### config.mk
export PLATFORM = sky130hd
export DESIGN_NAME = clk_stop_group
export DESIGN_NICKNAME = d
export VERILOG_FILES = /design/src/rtl/clkgate_pkg.sv /design/src/rtl/cg_sync.sv /design/src/rtl/cg_regs.sv /design/src/rtl/cg_gate_cell.sv /design/src/rtl/clk_stop_group.sv
export SDC_FILE = /design/constraint.sdc
export NUM_CORES = 1
export LEC_CHECK = 0
export BUFFER_PORTS_ARGS = -buffer_cell sky130_fd_sc_hd__buf_4
export CORE_ASPECT_RATIO = 1.2
export CORE_MARGIN = 3
export CORE_UTILIZATION = 41
export CTS_BUF_LIST = sky130_fd_sc_hd__clkbuf_8
export CTS_CLUSTER_DIAMETER = 200
export DETAILED_ROUTE_END_ITERATION = 7
export PLACE_DENSITY = 0.79
export SYNTH_ARGS = -nofsm -noshare
export SYNTH_HDL_FRONTEND = slang
export SYNTH_SLANG_ARGS = --single-unit
### constraint.sdc
create_clock -name clk_src -period 0.9 [get_ports clk_src]
set_input_delay 0.09 -clock clk_src [delete_from_list [all_inputs] [get_ports clk_src]]
set_output_delay 0.09 -clock clk_src [all_outputs]
set_load 0.03 [all_outputs]
### src/rtl/clkgate_pkg.sv
package clkgate_pkg;
  localparam int unsigned CG_ADDR_W = 2;
  localparam int unsigned CG_DATA_W = 8;
  localparam logic [CG_ADDR_W-1:0] CG_ADDR_CTRL = 2'd0;
  localparam logic [CG_ADDR_W-1:0] CG_ADDR_ENROL = 2'd1;

  // Run only when the pin (active-low stop) and the stored run bit both allow it.
  function automatic logic cg_combine_run(input logic pin_run, input logic reg_run);
    return pin_run & reg_run;
  endfunction

  // A selectable output runs when the group runs or when it is not enrolled.
  function automatic logic cg_opt_run(input logic group_run, input logic enrolled);
    return group_run | ~enrolled;
  endfunction
endpackage

### src/rtl/cg_sync.sv
module cg_sync #(
  parameter int unsigned STAGES = 2,
  parameter logic        RST_VAL = 1'b1
) (
  input  logic clk,
  input  logic rst_n,
  input  logic d_async,
  output logic q_sync
);
  logic [STAGES-1:0] chain_q;

  always_ff @(posedge clk or negedge rst_n) begin
    if (!rst_n) chain_q <= {STAGES{RST_VAL}};
    else        chain_q <= {chain_q[STAGES-2:0], d_async};
  end

  assign q_sync = chain_q[STAGES-1];
endmodule

### src/rtl/cg_regs.sv
module cg_regs
  import clkgate_pkg::*;
#(
  parameter int unsigned ADDR_W = CG_ADDR_W,
  parameter int unsigned DATA_W = CG_DATA_W,
  parameter int unsigned N_OPT  = 3
) (
  input  logic              clk,
  input  logic              rst_n,
  input  logic              wr_en,
  input  logic              rd_en,
  input  logic [ADDR_W-1:0] addr,
  input  logic [DATA_W-1:0] wdata,
  input  logic              pin_run,
  output logic              run_eff,
  output logic [N_OPT-1:0]  enrol_q,
  output logic [DATA_W-1:0] rdata
);
  logic run_bit_q;

  always_ff @(posedge clk or negedge rst_n) begin
    if (!rst_n) begin
      run_bit_q <= 1'b1;
      enrol_q   <= '0;
    end else if (wr_en) begin
      if (addr == ADDR_W'(CG_ADDR_CTRL))  run_bit_q <= wdata[0];
      if (addr == ADDR_W'(CG_ADDR_ENROL)) enrol_q   <= wdata[N_OPT-1:0];
    end
  end

  assign run_eff = cg_combine_run(pin_run, run_bit_q);

  always_ff @(posedge clk or negedge rst_n) begin
    if (!rst_n) rdata <= '0;
    else if (rd_en) begin
      rdata <= '0;
      if (addr == ADDR_W'(CG_ADDR_CTRL))  rdata[0]         <= run_eff;
      if (addr == ADDR_W'(CG_ADDR_ENROL)) rdata[N_OPT-1:0] <= enrol_q;
    end
  end

  // the control read shows the combined state, not the stored bit
  a_r3_readback_effective: assert property (@(posedge clk) disable iff (!rst_n)
    (rd_en && addr == ADDR_W'(CG_ADDR_CTRL)) |=> (rdata == DATA_W'($past(run_eff))));

  // unmapped reads return zero
  a_r9_unmapped_zero: assert property (@(posedge clk) disable iff (!rst_n)
    (rd_en && addr != ADDR_W'(CG_ADDR_CTRL) && addr != ADDR_W'(CG_ADDR_ENROL))
      |=> (rdata == '0));
endmodule

### src/rtl/cg_gate_cell.sv
module cg_gate_cell (
  input  logic clk,
  input  logic rst_n,
  input  logic en_req,
  output logic en_o,
  output logic clk_o
);
  logic en_q;

  // Enable is captured on the falling edge, so it only moves while clk is LOW.
  always_ff @(negedge clk or negedge rst_n) begin
    if (!rst_n) en_q <= 1'b1;
    else        en_q <= en_req;
  end

  assign en_o  = en_q;
  assign clk_o = clk & en_q;

  // the enable never moves during a high phase
  a_r8_enable_stable_high: assert property (@(posedge clk) disable iff (!rst_n)
    1'b1 |=> $stable(en_q) || $past(en_q) == $past(en_req));
endmodule

### src/rtl/clk_stop_group.sv
module clk_stop_group
  import clkgate_pkg::*;
#(
  parameter int unsigned N_FIXED     = 7,
  parameter int unsigned N_OPT       = 3,
  parameter int unsigned SYNC_STAGES = 2,
  parameter int unsigned ADDR_W      = CG_ADDR_W,
  parameter int unsigned DATA_W      = CG_DATA_W
) (
  input  logic               clk_src,
  input  logic               rst_n,
  input  logic               stop_req_n,
  input  logic               wr_en,
  input  logic               rd_en,
  input  logic [ADDR_W-1:0]  addr,
  input  logic [DATA_W-1:0]  wdata,
  output logic [DATA_W-1:0]  rdata,
  output logic [N_FIXED-1:0] bus_clk_o,
  output logic [N_OPT-1:0]   opt_clk_o
);
  localparam int unsigned N_ALL = N_FIXED + N_OPT;

  // Named internal events, visible to the assertions below
  logic              pin_run_sync;
  logic              run_eff;
  logic [N_OPT-1:0]  enrol_q;
  logic [N_FIXED-1:0] fix_en;
  logic [N_OPT-1:0]  opt_en;
  logic [N_ALL-1:0]  all_en;

  cg_sync #(.STAGES(SYNC_STAGES), .RST_VAL(1'b1)) u_pin_sync (
    .clk    (clk_src),
    .rst_n  (rst_n),
    .d_async(stop_req_n),
    .q_sync (pin_run_sync)
  );

  cg_regs #(.ADDR_W(ADDR_W), .DATA_W(DATA_W), .N_OPT(N_OPT)) u_regs (
    .clk    (clk_src),
    .rst_n  (rst_n),
    .wr_en  (wr_en),
    .rd_en  (rd_en),
    .addr   (addr),
    .wdata  (wdata),
    .pin_run(pin_run_sync),
    .run_eff(run_eff),
    .enrol_q(enrol_q),
    .rdata  (rdata)
  );

  for (genvar gi = 0; gi < N_FIXED; gi++) begin : g_fixed
    cg_gate_cell u_cell (
      .clk   (clk_src),
      .rst_n (rst_n),
      .en_req(run_eff),
      .en_o  (fix_en[gi]),
      .clk_o (bus_clk_o[gi])
    );
  end

  for (genvar gj = 0; gj < N_OPT; gj++) begin : g_opt
    cg_gate_cell u_cell (
      .clk   (clk_src),
      .rst_n (rst_n),
      .en_req(cg_opt_run(run_eff, enrol_q[gj])),
      .en_o  (opt_en[gj]),
      .clk_o (opt_clk_o[gj])
    );
  end

  assign all_en = {opt_en, fix_en};

  // a stop from either source has reached every fixed output by the next rising edge
  a_r1_stop_reaches_fixed: assert property (@(posedge clk_src) disable iff (!rst_n)
    !run_eff |-> (fix_en == '0));

  // all fixed outputs run together when the group runs
  a_r4_fixed_in_step: assert property (@(posedge clk_src) disable iff (!rst_n)
    run_eff |-> (fix_en == {N_FIXED{1'b1}}));

  // an output that is not enrolled keeps running
  for (genvar gk = 0; gk < N_OPT; gk++) begin : g_opt_chk
    a_r6_unenrolled_runs: assert property (@(posedge clk_src) disable iff (!rst_n)
      !enrol_q[gk] |-> opt_en[gk]);
  end

  // the synchronised pin only rises after the pin was high two edges earlier
  a_r4_sync_delay: assert property (@(posedge clk_src) disable iff (!rst_n)
    $rose(pin_run_sync) |-> $past(stop_req_n, 2));

  // enables are either all on or the stopped ones are exactly the enrolled set
  a_r2_stop_pattern: assert property (@(posedge clk_src) disable iff (!rst_n)
    !run_eff |-> ($countones(all_en) == N_OPT - $countones(enrol_q)));
endmodule

; After elaboration in Yosys (flattened, before gate mapping)
; Index checks and enable logic that the tools add are counted.
[totals]
ff_bits = 13
input_bits = 15
out_inout_bits = 18
wordCells = 25
[classes]
n_bitwise = 11
n_reduce_logical = 3
n_mux = 2
eq_ne = 1
[op_table]
columns = cell, count
row1 = $and 1x1->1, 5
row2 = $reduce_and 2->1, 2
row3 = $mux 3, 1
row4 = $not 1->1, 3
row5 = $or 1x1->1, 3
row6 = $eq 2x1->1 const B, 1
row7 = $logic_not 2->1, 1
row8 = $mux 1, 1

; Depth between registers and ports, before layout
[logic_depth]
word_depth = 3
depth_mapped = 2
mapped_depth_nobuf = 2

; Modules after synthesis
; Synthesis repeated with hierarchy kept, for this count alone.
[hier_totals]
hier_cells = 66
area_unflattened_um2 = 779.5
[modules_own_cells]
columns = mod, cells_per_inst, area_per_inst_um2, n_inst, seq_area_each_um2
row1 = cg_gate_cell, 3, 36.3, 10, 26.3
row2 = cg_regs, 31, 345.3, 1, 176.4
row3 = cg_sync, 2, 52.6, 1, 52.6
row4 = clk_stop_group, 3, 18.8, 1, 0.0

==> out/qor.yml <==
run_status:
  status: "complete, but fails checks"
  failed_checks: "negative setup slack"
floorplanning:
  dieArea_um2: 2096
  die_h_um: 49.56
  row_count: 15
  initial_core_util_pct: 44.27
  core-area_um2: 1464
  io_pins: 33
  die_w_um: 42.30
placed_design:
  post-place-ws_ns: -0.4554
  dp_hpwl_um: 794.4
  globalplace.congestion: 0.7305
  port_buffers: 22
grt:
  grt_use_total_pct: 18.02
  grt_pass1_vias: 665
  grt_antenna_before_repair: 0
  use_met1_pct: 10.93
  overflow: 0
  use_met2_pct: 24.87
  grt_max_degree: 14
  busiest_layer: "met4"
  grt_use_met3_pct: 14.23
  grt_first_pass_wirelength_um: 2435
timing:
  setup_violations: 22
  fin_setup_tns_ns: -10.41
  slew_viol_final: 0
  rsz0062_at_grt: "true"
  setup_ws_ns: -0.9802
  hold_viol: 0
  finClkSkew_ns: 0.09154
yosys:
  synth_area_um2: 648.1
  yosysTopAreaCellShare_pct: 28.38
  ys_top_cells_by_area: "dfstp_2, dfrtp_1, buf_4"
  synth_warnings: 0
  postSynthCellCount: 57
  synth_cell_types: 17
  yosys.area.top_type: "dfstp_2"
  avgSynthCellArea_um2: 11.37
  yosysSeqAreaShare_pct: 51.54
  ys_ff_latch: 13
setup_path:
  ff2ff_path_depth: 2
  crit_path_end_kind: "output port"
  cp.required_ns: 0.81
  critPathMaxFanout: 4
  critPathLaunchType: "register"
  critPathKind: "register to output port"
  worstPathArrival_ns: 1.79
final_layout:
  n_antenna_cell: 0
  nNetsFinal: 112
  areaGrowthSynthToFinish_pct: 75.10
  drive_above_1_share_pct: 64.29
route:
  via_per_inst: 4.374
  remaining_drc_errors: 0
  drt_first_pass_iters: 3
  wl_um: 1380
  drtIter0Drc: 9
  num_vias: 503
  ant_nets: 0
  wire_per_inst_um: 12.00
power:
  internal_power_mw: 2.599
  p_per_area_nw_per_um2: 3373
  pwr-share-comb_pct: 9.7
  vdd_drop_max_v: 0.001750
  power.switching_mw: 1.229
  finalPower_mw: 3.828
  leakagePower_nw: 0.5853
  clkPwrFrac_pct: 70.5
  power_switching_share_pct: 32.10
  pwr-share-seq_pct: 19.7
clock_network:
  clk_latency_ns: 0.43
  clkTransAtPathRegs_ns: 0.05
  cts_tree: "yes"
job:
  cap_violations: 0
worst_hold_path:
  holdPathStages: 3
  hp-class: "input pin to register"
-- cell usage in the layout, fill, tap and decap left out, types with 2 or more instances in the layout --
cell	count
mux2_4	3
buf_4	15
dlygate4sd3_1	6
and2_4	4
dfstp_2	7
conb_1	5
nand2_1	2
buf_8	2
o22ai_1	2
dfrtp_1	6
nand2_2	3
buf_6	13
inv_1	7
clkbuf_8	11
-- state kept, by name (all words and copies together), names as in the netlist --
| signal | cells |
|---|---|
| g_fixed.u_cell.en_o | 1 |
| g_opt.u_cell.en_o | 3 |
| u_pin_sync.chain_q | 2 |
| u_regs.enrol_q | 3 |
| u_regs.run_bit_q | 1 |
| u_regs.rdata | 3 |
-- final cells by class --
class | count | area [um^2]
Clock buffer | 23 | 282.8
Sequential cell | 13 | 334.1
Tap cell | 17 | 21.27
Fill cell | 93 | 329.1
Clock inverter | 6 | 36.28
Multi-Input combinational cell | 29 | 231.5
Timing Repair Buffer | 24 | 217.7
Inverter | 3 | 11.26
-- cell usage after synthesis --
| master | count |
|---|---|
| buf_4 | 15 |
| dfstp_2 | 7 |
| dfrtp_1 | 6 |
| nand2_1 | 6 |
| and2_1 | 5 |
| inv_1 | 4 |
| mux2_4 | 3 |
| o22ai_1 | 2 |
| a211oi_1 | 1 |
| a21boi_1 | 1 |
| conb_1 | 1 |
| mux2_1 | 1 |
| nand2b_1 | 1 |
| nand3b_1 | 1 |
| nand3b_4 | 1 |
| nor2_1 | 1 |
| nor3b_1 | 1 |
-- path summary, 6_finish.rpt --
kind,startpoint,endpoint,slack (ns)
max in group asynchronous,rst_n,g_fixed[6].u_cell.en_o,0.15
max reg2reg,u_regs.run_bit_q,g_fixed[6].u_cell.en_o,-0.22
max,g_fixed[6].u_cell.en_o,bus_clk_o[0],-0.98
min reg2reg,u_pin_sync.chain_q[0],u_pin_sync.chain_q[1],0.36
min in group asynchronous,rst_n,u_regs.enrol_q[1],0.14
min,addr[1],u_regs.rdata[0],0.06
-- metrics by stage --
stage | hold slack, ns | instance area (um^2) | utilization [%] | std cells
floorplan | -0.2056 | 686.9 | - | 61
global placement | -0.06378 | 779.5 | 53.25 | 89
detailed placement | -0.06183 | 779.5 | 53.25 | 89
CTS | 0.04319 | 1104 | 75.38 | 114
global route | 0.05816 | 1135 | 77.52 | 115
finish | 0.05727 | 1135 | 77.52 | 115
-- routing by layer --
metal / vias to the layer above / wire (um)
met5: - / 0
met4: 0 / 13
met3: 2 / 119
met2: 27 / 812
met1: 231 / 434
li1: 243 / -
-- timing repair --
action                                  in CTS  in global routing
endpoints found under the hold margin       16                  0
endpoints found under the setup margin      22                 24
hold buffers                                 6                  0
buffers inserted                             1                  1
pin swaps                                    2                  1
gates resized for setup                     13                  8
-- worst max-delay path: stages (launching register included) --
cell     delay, ns
dfstp_2       0.51
and2_4        0.16
buf_8         0.10
buf_4         0.15
-- power by group through the flow --
stage	combinational (mW)	clock (mW)	sequential, mW
after detailed placement	0.295	0.938	0.746
after global placement	0.285	0.938	0.742
after floorplan	0.141	1.03	0.772
after CTS	0.346	2.73	0.750
after global routing	0.407	2.88	0.763
final	0.373	2.70	0.756
-- kinds of logic after synthesis --
group                  share of synthesized area [%]
AO/OA/AOI/OAI                                  4.248
buffers and inverters                          19.69
flip-flops                                     51.54
multiplexers                                   8.687
other                                         0.5786
AND/OR/NAND/NOR                                15.25
No activity file was read; power rests on OpenSTA's default activity.
